===== src/rtl/link_lock_pkg.sv =====
package link_lock_pkg;
  typedef enum logic [2:0] {
    ST_OFF    = 3'd0,
    ST_REFLK  = 3'd1,
    ST_HUNT   = 3'd2,
    ST_SETTLE = 3'd3,
    ST_LOCKED = 3'd4,
    ST_NOLINE = 3'd5
  } lk_state_e;

  function automatic int unsigned max4(int unsigned a, int unsigned b,
                                       int unsigned c, int unsigned d);
    int unsigned m;
    m = a;
    if (b > m) m = b;
    if (c > m) m = c;
    if (d > m) m = d;
    return m;
  endfunction
endpackage


===== src/rtl/lock_timer.sv =====
module lock_timer #(
  parameter int CNT_W = 8
) (
  input  logic             clk,
  input  logic             rst_n,
  input  logic             run,
  input  logic             clr,
  input  logic             tick,
  input  logic [CNT_W-1:0] limit,
  output logic             done
);
  logic [CNT_W-1:0] cnt;

  always_ff @(posedge clk) begin
    if (!rst_n)             cnt <= '0;
    else if (clr)           cnt <= '0;
    else if (run && tick)   cnt <= cnt + 1'b1;
  end

  assign done = run && tick && (cnt == limit - 1'b1);

  // the running count never passes its terminal value
  assert_cnt_bound_R6: assert property (@(posedge clk) disable iff (!rst_n)
    run |-> (cnt < limit));
endmodule


===== src/rtl/lock_fsm.sv =====
module lock_fsm
  import link_lock_pkg::*;
#(
  parameter int CNT_W           = 8,
  parameter int REF_WAIT_CYC    = 16,
  parameter int SS_REF_WAIT_CYC = 32,
  parameter int SS_SETTLE_CYC   = 8,
  parameter int WORD_TIMEOUT_CYC = 64
) (
  input  logic             clk,
  input  logic             rst_n,
  input  logic             pd_n,
  input  logic             word_found,
  input  logic             line_active,
  input  logic             ss_mode,
  input  logic             tmr_done,
  output lk_state_e        state,
  output logic             tmr_run,
  output logic             tmr_clr,
  output logic [CNT_W-1:0] tmr_limit
);
  localparam logic [CNT_W-1:0] LIM_REF   = CNT_W'(REF_WAIT_CYC);
  localparam logic [CNT_W-1:0] LIM_REFSS = CNT_W'(SS_REF_WAIT_CYC);
  localparam logic [CNT_W-1:0] LIM_SET   = CNT_W'(SS_SETTLE_CYC);
  localparam logic [CNT_W-1:0] LIM_TO    = CNT_W'(WORD_TIMEOUT_CYC);

  lk_state_e nx;

  always_comb begin
    nx = state;
    case (state)
      ST_OFF:    if (pd_n) nx = ST_REFLK;
      ST_REFLK:  if (tmr_done) nx = ST_HUNT;
      ST_HUNT:   if (!line_active) nx = ST_NOLINE;
                 else if (word_found) nx = ss_mode ? ST_SETTLE : ST_LOCKED;
      ST_SETTLE: if (!line_active) nx = ST_NOLINE;
                 else if (tmr_done) nx = ST_LOCKED;
      ST_LOCKED: if (!line_active) nx = ST_NOLINE;
                 else if (!word_found && tmr_done) nx = ST_HUNT;
      ST_NOLINE: if (line_active) nx = ST_HUNT;
      default:   nx = ST_OFF;
    endcase
    if (!pd_n) nx = ST_OFF;
  end

  always_ff @(posedge clk) begin
    if (!rst_n) state <= ST_OFF;
    else        state <= nx;
  end

  always_comb begin
    tmr_run = (state == ST_REFLK) || (state == ST_SETTLE) || (state == ST_LOCKED);
    tmr_clr = (nx != state) || (state == ST_OFF) ||
              ((state == ST_LOCKED) && word_found);
    case (state)
      ST_REFLK:  tmr_limit = ss_mode ? LIM_REFSS : LIM_REF;
      ST_SETTLE: tmr_limit = LIM_SET;
      ST_LOCKED: tmr_limit = LIM_TO;
      default:   tmr_limit = CNT_W'(1);
    endcase
  end

  // the hunt is entered from the reference wait only when its count ends
  assert_ref_wait_end_R2: assert property (@(posedge clk) disable iff (!rst_n)
    ((state == ST_HUNT) && ($past(state) == ST_REFLK)) |-> $past(tmr_done));

  // lock is entered only from a live word in the hunt or a finished settle
  assert_lock_entry_R4: assert property (@(posedge clk) disable iff (!rst_n)
    ((state == ST_LOCKED) && ($past(state) != ST_LOCKED)) |->
      (($past(state) == ST_HUNT) && $past(word_found && line_active && !ss_mode)) ||
      (($past(state) == ST_SETTLE) && $past(tmr_done)));
endmodule


===== src/rtl/lock_outputs.sv =====
module lock_outputs
  import link_lock_pkg::*;
(
  input  logic      clk,
  input  logic      rst_n,
  input  lk_state_e state,
  output logic      lock_n,
  output logic      out_en,
  output logic      data_low,
  output logic      clk_sel_rec,
  output logic      clk_stretch
);
  logic sel_q;

  always_comb begin
    out_en      = (state != ST_OFF);
    lock_n      = (state != ST_LOCKED);
    data_low    = (state != ST_LOCKED);
    clk_sel_rec = (state == ST_LOCKED);
  end

  always_ff @(posedge clk) begin
    if (!rst_n) sel_q <= 1'b0;
    else        sel_q <= clk_sel_rec;
  end

  assign clk_stretch = sel_q ^ clk_sel_rec;
endmodule


===== src/rtl/link_lock_ctrl.sv =====
module link_lock_ctrl
  import link_lock_pkg::*;
#(
  parameter int REF_WAIT_CYC     = 16928,
  parameter int SS_REF_WAIT_CYC  = 33600,
  parameter int SS_SETTLE_CYC    = 288,
  parameter int WORD_TIMEOUT_CYC = 4194304
) (
  input  logic clk,
  input  logic rst_n,
  input  logic pd_n,
  input  logic ref_tick,
  input  logic word_found,
  input  logic line_active,
  input  logic ss_mode,
  output logic lock_n,
  output logic out_en,
  output logic data_low,
  output logic clk_sel_rec,
  output logic clk_stretch
);
  localparam int unsigned MAX_CNT = max4(REF_WAIT_CYC, SS_REF_WAIT_CYC,
                                         SS_SETTLE_CYC, WORD_TIMEOUT_CYC);
  localparam int CNT_W = $clog2(MAX_CNT + 1);

  lk_state_e        state;
  logic             tmr_run, tmr_clr, tmr_done;
  logic [CNT_W-1:0] tmr_limit;

  lock_fsm #(
    .CNT_W(CNT_W), .REF_WAIT_CYC(REF_WAIT_CYC), .SS_REF_WAIT_CYC(SS_REF_WAIT_CYC),
    .SS_SETTLE_CYC(SS_SETTLE_CYC), .WORD_TIMEOUT_CYC(WORD_TIMEOUT_CYC)
  ) fsm_i (
    .clk(clk), .rst_n(rst_n), .pd_n(pd_n), .word_found(word_found),
    .line_active(line_active), .ss_mode(ss_mode), .tmr_done(tmr_done),
    .state(state), .tmr_run(tmr_run), .tmr_clr(tmr_clr), .tmr_limit(tmr_limit)
  );

  lock_timer #(.CNT_W(CNT_W)) tmr_i (
    .clk(clk), .rst_n(rst_n), .run(tmr_run), .clr(tmr_clr),
    .tick(ref_tick), .limit(tmr_limit), .done(tmr_done)
  );

  lock_outputs out_i (
    .clk(clk), .rst_n(rst_n), .state(state), .lock_n(lock_n), .out_en(out_en),
    .data_low(data_low), .clk_sel_rec(clk_sel_rec), .clk_stretch(clk_stretch)
  );

  // power-down releases the outputs to high impedance one cycle later
  assert_pd_tristate_R1: assert property (@(posedge clk) disable iff (!rst_n)
    !pd_n |=> !out_en);

  // a dead line while locked drops lock in the next cycle
  assert_line_drop_R8: assert property (@(posedge clk) disable iff (!rst_n)
    (pd_n && !line_active && !lock_n) |=> (lock_n && !clk_sel_rec));

  // every change of clock source comes with a stretch request
  assert_stretch_on_switch_R9: assert property (@(posedge clk) disable iff (!rst_n)
    (clk_sel_rec != $past(clk_sel_rec)) |-> clk_stretch);
endmodule


===== config.mk =====
export PLATFORM = sky130hd
export DESIGN_NAME = link_lock_ctrl
export DESIGN_NICKNAME = d
export VERILOG_FILES = /design/src/rtl/link_lock_pkg.sv /design/src/rtl/lock_timer.sv /design/src/rtl/lock_fsm.sv /design/src/rtl/lock_outputs.sv /design/src/rtl/link_lock_ctrl.sv
export SDC_FILE = /design/constraint.sdc
export NUM_CORES = 1
export LEC_CHECK = 0
export ABC_AREA = 1
export BUFFER_PORTS_ARGS = -buffer_cell sky130_fd_sc_hd__buf_2
export CAP_MARGIN = 20
export CORE_MARGIN = 2
export CORE_UTILIZATION = 56
export DETAILED_ROUTE_END_ITERATION = 16
export HOLD_SLACK_MARGIN = 0.1
export PLACE_DENSITY = 0.76
export SKIP_CTS_REPAIR_TIMING = 1
export SYNTH_ARGS = -nofsm -noshare
export SYNTH_HDL_FRONTEND = slang
export SYNTH_HIERARCHICAL = 1
export SYNTH_SLANG_ARGS = --single-unit

===== constraint.sdc =====
create_clock -name clk -period 3.5 [get_ports clk]
set_input_delay 0.35 -clock clk [delete_from_list [all_inputs] [get_ports clk]]
set_output_delay 0.35 -clock clk [all_outputs]
set_load 0.01 [all_outputs]

# Word level (Yosys, flattened, before mapping)
# Cells that the tools add are included.
[classes]
n_reduce_logical = 12
bitwise = 2
add_sub_neg = 2
mux = 13
eq_ne = 8
[op_table]
columns = ["op", "n"]
rows = [
  ["$pmux W23 S3", 1],
  ["$mux W3", 10],
  ["$add A23 B1 Y23 const B", 1],
  ["$eq A23 B23 Y1", 1],
  ["$sub A23 B1 Y23 const B", 1],
  ["$pmux W3 S6", 1],
  ["$mux W16", 1],
  ["$eq A3 B2 Y1 const B", 2],
  ["$eq A3 B3 Y1 const B", 2],
  ["$logic_and A1 B1 Y1", 4],
  ["$logic_or A1 B1 Y1", 4],
  ["$eq A3 B1 Y1 const B", 1],
  ["$logic_not A3 Y1", 1],
  ["$ne A3 B3 Y1", 1],
  ["$ne A3 B3 Y1 const B", 1],
  ["$reduce_bool A3 Y1", 1],
  ["$reduce_or A2 Y1", 1],
  ["$logic_not A1 Y1", 1],
  ["$not A1 Y1", 1],
  ["$xor A1 B1 Y1", 1],
]
[word_totals]
out_inout_bits = 5
in_bits = 7
reg_bits = 27

# Depth between registers and ports, before layout
[depth]
depth_word = 14
depth_mapped = 31
mapped_depth_nobuf = 30

# Hierarchy
# Netlist, hierarchy kept.
[modules_own_cells]
columns = ["mod", "cells_per_inst", "area_per_inst_um2", "instances", "seq_area_each_um2"]
rows = [
  ["lock_timer", 346, 2048.2, 1, 460.4],
  ["lock_fsm", 93, 518.0, 1, 60.1],
  ["lock_outputs", 13, 75.1, 1, 20.0],
]

# Worst setup path after synthesis
# Ideal clock, no wire load.
[synth_path]
kind = "flip-flop to flip-flop"
from = "register fsm_i.state[1]"
to = "register tmr_i.cnt[5]"
setup_ns = 0.080
t_arrival_ns = 3.277
path_stages_with_launch = 25
setup_slack_ns = 0.143
t_required_ns = 3.420
cell_sequence = "dfxtp_1 -> nor2_1 -> nand2_1 -> nand2_1 -> inv_1 -> inv_1 -> ha_1 -> nand3_1 -> nor2_2 -> nand2_1 -> nor2_1 -> o22ai_1 -> nor2_1 -> nand4_1 -> nor2_1 -> inv_1 -> o21ai_0 -> nand3_2 -> nand2_2 -> nor2_1 -> nor2_1 -> nand2_1 -> nor2_1 -> clkinv_1 -> nor3b_1"
[synth_between]
elab_chain_cells = 14
elab_cells_between_ends = 29
cone_classes = "add/sub (1); eq/ne (7); mux (11); reduce/logical (10)"
[synth_lines]
columns = ["element", "line_no", "text"]
rows = [
  ["from (decl)", "lock_fsm.sv:17", "output lk_state_e state,"],
  ["from (signal assigned)", "lock_fsm.sv:48", "else state <= nx;"],
  ["$eq A3 B1 Y1 or $eq A3 B2 Y1 (tied branches)", "lock_fsm.sv:52", "tmr_run = (state == ST_REFLK) || (state == ST_SETTLE) || (state == ST_LOCKED);"],
  ["$logic_or A1 B1 Y1", "lock_fsm.sv:52", ""],
  ["$logic_or A1 B1 Y1 (*)", "lock_fsm.sv:52", ""],
  ["via tmr_run", "link_lock_ctrl.sv:27", "logic tmr_run, tmr_clr, tmr_done;"],
  ["$logic_and A1 B1 Y1 (*) (2 in series)", "lock_timer.sv:20", "assign done = run && tick && (cnt == limit - 1'b1);"],
  ["via tmr_done", "link_lock_ctrl.sv:27", ""],
  ["$logic_and A1 B1 Y1", "lock_fsm.sv:39", "else if (!word_found && tmr_done) nx = ST_HUNT;"],
  ["$mux W3", "lock_fsm.sv:39", ""],
  ["$mux W3", "lock_fsm.sv:38", "ST_LOCKED: if (!line_active) nx = ST_NOLINE;"],
  ["$pmux W3 S6 (*)", "lock_fsm.sv:31", "case (state)"],
  ["$mux W3 (*)", "lock_fsm.sv:43", "if (!pd_n) nx = ST_OFF;"],
  ["$ne A3 B3 Y1 (*)", "lock_fsm.sv:53", "tmr_clr = (nx != state) || (state == ST_OFF) ||"],
  ["$logic_or A1 B1 Y1 (*) (2 in series)", "lock_fsm.sv:53", ""],
  ["via tmr_clr", "link_lock_ctrl.sv:27", ""],
  ["$reduce_or A2 Y1 (no line) (*)", "-", ""],
  ["to (signal assigned)", "lock_timer.sv:17", "else if (run && tick) cnt <= cnt + 1'b1;"],
  ["to (decl)", "lock_timer.sv:12", "logic [CNT_W-1:0] cnt;"],
]
# The timed path passes the listed nets; every way through them passes the cells marked *.
# A chain may end at the register's enable or synchronous reset.

# Worst setup path in the final report
[layout_path]
from = "register fsm_i.state[2]"
to = "register tmr_i.cnt[10]"
[layout_between]
elab_chain_cells = 14
elab_cells_between_ends = 29
cone_classes = "add/sub (1); eq/ne (7); mux (11); reduce/logical (10)"
[layout_lines]
columns = ["element", "line_no", "text"]
rows = [
  ["$eq A3 B3 Y1, or another cell as far along", "lock_fsm.sv:55", "case (state)"],
  ["$pmux W23 S3 (*)", "lock_fsm.sv:55", ""],
  ["via tmr_limit[9]", "link_lock_ctrl.sv:28", "logic [CNT_W-1:0] tmr_limit;"],
  ["$sub A23 B1 Y23 (*)", "lock_timer.sv:20", ""],
  ["$eq A23 B23 Y1 (*)", "lock_timer.sv:20", ""],
  ["$logic_and A1 B1 Y1 (*)", "lock_timer.sv:20", ""],
  ["via tmr_done", "link_lock_ctrl.sv:27", ""],
  ["$logic_and A1 B1 Y1", "lock_fsm.sv:39", ""],
  ["$mux W3", "lock_fsm.sv:39", ""],
  ["$mux W3", "lock_fsm.sv:38", ""],
  ["$pmux W3 S6 (*)", "lock_fsm.sv:31", ""],
  ["$mux W3 (*)", "lock_fsm.sv:43", ""],
  ["$ne A3 B3 Y1 (*)", "lock_fsm.sv:53", ""],
  ["$logic_or A1 B1 Y1 (*) (2 in series)", "lock_fsm.sv:53", ""],
  ["via tmr_clr", "link_lock_ctrl.sv:27", ""],
  ["$reduce_or A2 Y1 (no line) (*)", "-", ""],
]
# Marked as above.

==> metrics.csv <==
stage,metric,value,unit
placement,placed_area,2790,sq um
logic_synthesis,synth_edf_count,0,
clock_tree,cts_tree,done,
placement,io_buffer_count,11,
logic_synthesis,yosysUniqueCellTypes,32,
timing,rsz0062_at_grt,yes,
logic_synthesis,synth_area_per_cell,5.84,sq um
timing,report.final.slew_viol_count,0,
global_routing,met1_usage,0.378,
clock_tree,numCtsBuffers,3,
floorplanning,die_x,72.7,um
job,cap_viol_max_count,0,
hold_path,min_path_type,in2reg,
critical_path,arrival,3.43,ns
final_layout,antenna_cells,0,
critical_path,critPathCapture,tmr_i/cnt[10],
final_layout,finalNonFillerCells,535,
critical_path,critPathMaxFanout,9,
global_routing,grt_pass1_vias,2364,
timing,fmax,309,MHz
critical_path,rr_worst_depth,29,
placement,hpwlAfterDp,5.12,mm
clock_tree,clkSlewWorstSetupHoldPaths,0.09,ns
power_and_ir_drop,p_per_area,197,nW/um^2
final_layout,drive_above_1_share,0.261,
logic_synthesis,synth_top_family_by_area,simple AND/OR/NAND/NOR gates,
route,vias,2720,
critical_path,worst-setup-path-type,reg2reg,
route,wire_per_inst,12.3,um
global_routing,grt-busiest-layer,met2,
logic_synthesis,netlist_area,2640,sq um
logic_synthesis,synthesis.instances,452,
timing,setup_violations,0,
status,status,finished clean,
clock_tree,clock_latency,0.27,ns
critical_path,reg2reg_from,fsm_i/state[2],
logic_synthesis,synth_compound_gate_area_share,0.0621,
final_layout,postLayoutCellArea,3090,sq um
logic_synthesis,ys.flop_type,dfxtp_1,
critical_path,r2r_slack,0.26,ns
logic_synthesis,synthTopCellsByArea,"dfxtp_1 (20%), nand2_1 (17%), nor2_1 (11%)",
clock_tree,cts_buffer_depth,2,
logic_synthesis,synthSimpleGateAreaFrac,0.479,
global_routing,use_met2,0.389,
global_routing,grt_pass1_wl,10.5,mm
power_and_ir_drop,p_leak,1.40,nW
logic_synthesis,synth_common_cells,"nand2_1 (120), nor2_1 (80), inv_1 (63)",
timing,fin_crit_sh,0.925,
final_layout,fill_cells,421,
route,drt_iter0_drc,142,
floorplanning,die-area,5280,sq um
global_routing,grt-ovfl-total,0,
critical_path,crit_top_cell,nand2_1,
critical_path,max_stage_delay,0.38,ns
clock_tree,cts_htree_levels,1,
logic_synthesis,yosysSeqAreaShare,0.205,
placement,dpl.cell_count,526,
floorplanning,rows,24,
timing,clock-skew-final,0.00435,ns
critical_path,crit_start,fsm_i/state[2],
route,drc,0,
global_routing,antenna_found_initial,0,
critical_path,required,3.69,ns
logic_synthesis,async_reset_ff_frac,0,
timing,setup_ws,0.264,ns
logic_synthesis,synth_xor_area_frac,0.0947,
timing,final-hold-violation-count,0,
critical_path,start_kind,flip-flop,
final_layout,syn_to_final_growth,16.8,%
route,final_antenna_net_count,0,
final_layout,final_nets,493,
logic_synthesis,yosysTopAreaCell,dfxtp_1,
logic_synthesis,synth.area.mux_share,0,
clock_tree,clock_sinks,27,
floorplanning,die_h,72.7,um
timing,min_period,3.24,ns
logic_synthesis,yosysMostFrequentCell,nand2_1,
timing,timing.setup.tns,0,ns
global_routing,grt_max_degree,16,
power_and_ir_drop,ir_drop,0.202,mV
floorplanning,start_util,0.594,
critical_path,critPathSlowestCell,dfxtp_4,
route,viasPerCell,5.08,
floorplanning,boundaryPins,12,
global_routing,grt_use_total,0.248,
floorplanning,core_area,4440,sq um
route,dr.pass1.iters,5,
logic_synthesis,yosys_warnings,6,
route,drt-total-wl,6.59,mm
placement,gp_congestion,0.928,
logic_synthesis,synth_fa_ha_area_frac,0.00947,
critical_path,rr_endpoint,tmr_i/cnt[10],
logic_synthesis,synth_seq_cells,27,
clock_tree,cts-root-buf,clkbuf_8,
critical_path,endpoint_kind,flip-flop,
global_routing,met3_usage,0.0124,
logic_synthesis,synth_top_area_share,0.205,
placement,pre_cts_ws,-0.112,ns
-- kinds of logic (layout without fill, tap and decap cells) --
logic type,Yosys count,after routing
and+or+nand+nor,278,279
buffers and inverters,87,103
AOI/OAI and AO/OA,30,30
xor gates and xnor gates,27,27
DFF,27,27
adders and majority gates,2,2
other,1,15
-- final cells by class --
type	count	area (sq um)	share of cell area
Inverter	69	259	0.0839
Sequential cell	27	549	0.178
Tap cell	52	65.1	0.0211
Clock inverter	1	5.00	0.00162
Clock buffer	3	41.3	0.0134
Multi-Input combinational cell	353	1960	0.634
Timing Repair Buffer	30	209	0.0677
-- state kept, by name, indices dropped and copies added, names as in the netlist --
| signal | flops |
|---|---|
| tmr_i/cnt | 23 |
| out_i/sel_q | 1 |
| fsm_i/state | 3 |
-- how the worst min path moves through the flow --
| stage | startpoint | endpoint | slack, ns | cells after the start |
|---|---|---|---|---|
| after global placement | tmr_i/cnt[6] | tmr_i/cnt[7] | 0.50 | 2 |
| final | rst_n | out_i/sel_q | 0.31 | 3 |
| after detailed placement | tmr_i/cnt[6] | tmr_i/cnt[7] | 0.51 | 2 |
| after global routing | rst_n | out_i/sel_q | 0.31 | 3 |
| after floorplan | rst_n | out_i/sel_q | 0.46 | 2 |
| after CTS | rst_n | out_i/sel_q | 0.31 | 3 |
-- placed cells by master, fill, tap and decap left out, types with 2 or more instances in the layout --
cell type,synthesis,final
a21oi_1,13,5
a21oi_2,0,8
buf_2,1,11
buf_4,17,16
buf_6,0,3
clkbuf_8,0,3
conb_1,1,15
dfxtp_1,27,24
dfxtp_4,0,2
inv_1,63,59
inv_2,5,10
nand2_1,120,109
nand2_2,12,21
nand2_4,0,2
nand3_1,28,23
nand3_2,5,10
nand4_1,7,7
nor2_1,80,66
nor2_2,6,17
nor2_4,7,11
nor3_1,7,6
nor3_2,1,2
o21ai_0,12,6
o21ai_1,0,3
o21ai_2,0,3
xnor2_1,8,8
xor2_1,18,17
-- power breakdown --
group | internal, W | total (W) | switching (W)
Clock | 0.0000796 | 0.000173 | 0.0000930
Combinational | 0.0000462 | 0.000128 | 0.0000821
Sequential | 0.000307 | 0.000308 | 0.00000128
Total | 0.000432 | 0.000609 | 0.000176
-- layer usage --
layer  part of all wire  wire, um
met1               0.48      3190
met2               0.46      3040
met3              0.046       301
met4             0.0091        60
met5                  0         0
-- through the flow --
stage	total power, W	utilization	hold WS, ns
after floorplan	0.000405	-	0.462
after global placement	0.000419	0.629	0.505
after detailed placement	0.000420	0.629	0.514
after CTS	0.000594	0.639	0.308
after global routing	0.000641	0.694	0.308
final	0.000609	0.694	0.311
-- critical path: cells and delay by family (launching register included) --
family | cells | cell delay [ns]
xor+xnor | 1 | 0.13
buf+inv | 7 | 0.76
flops | 1 | 0.38
simple gates | 21 | 1.91
Power figures use the tool's default switching activity.
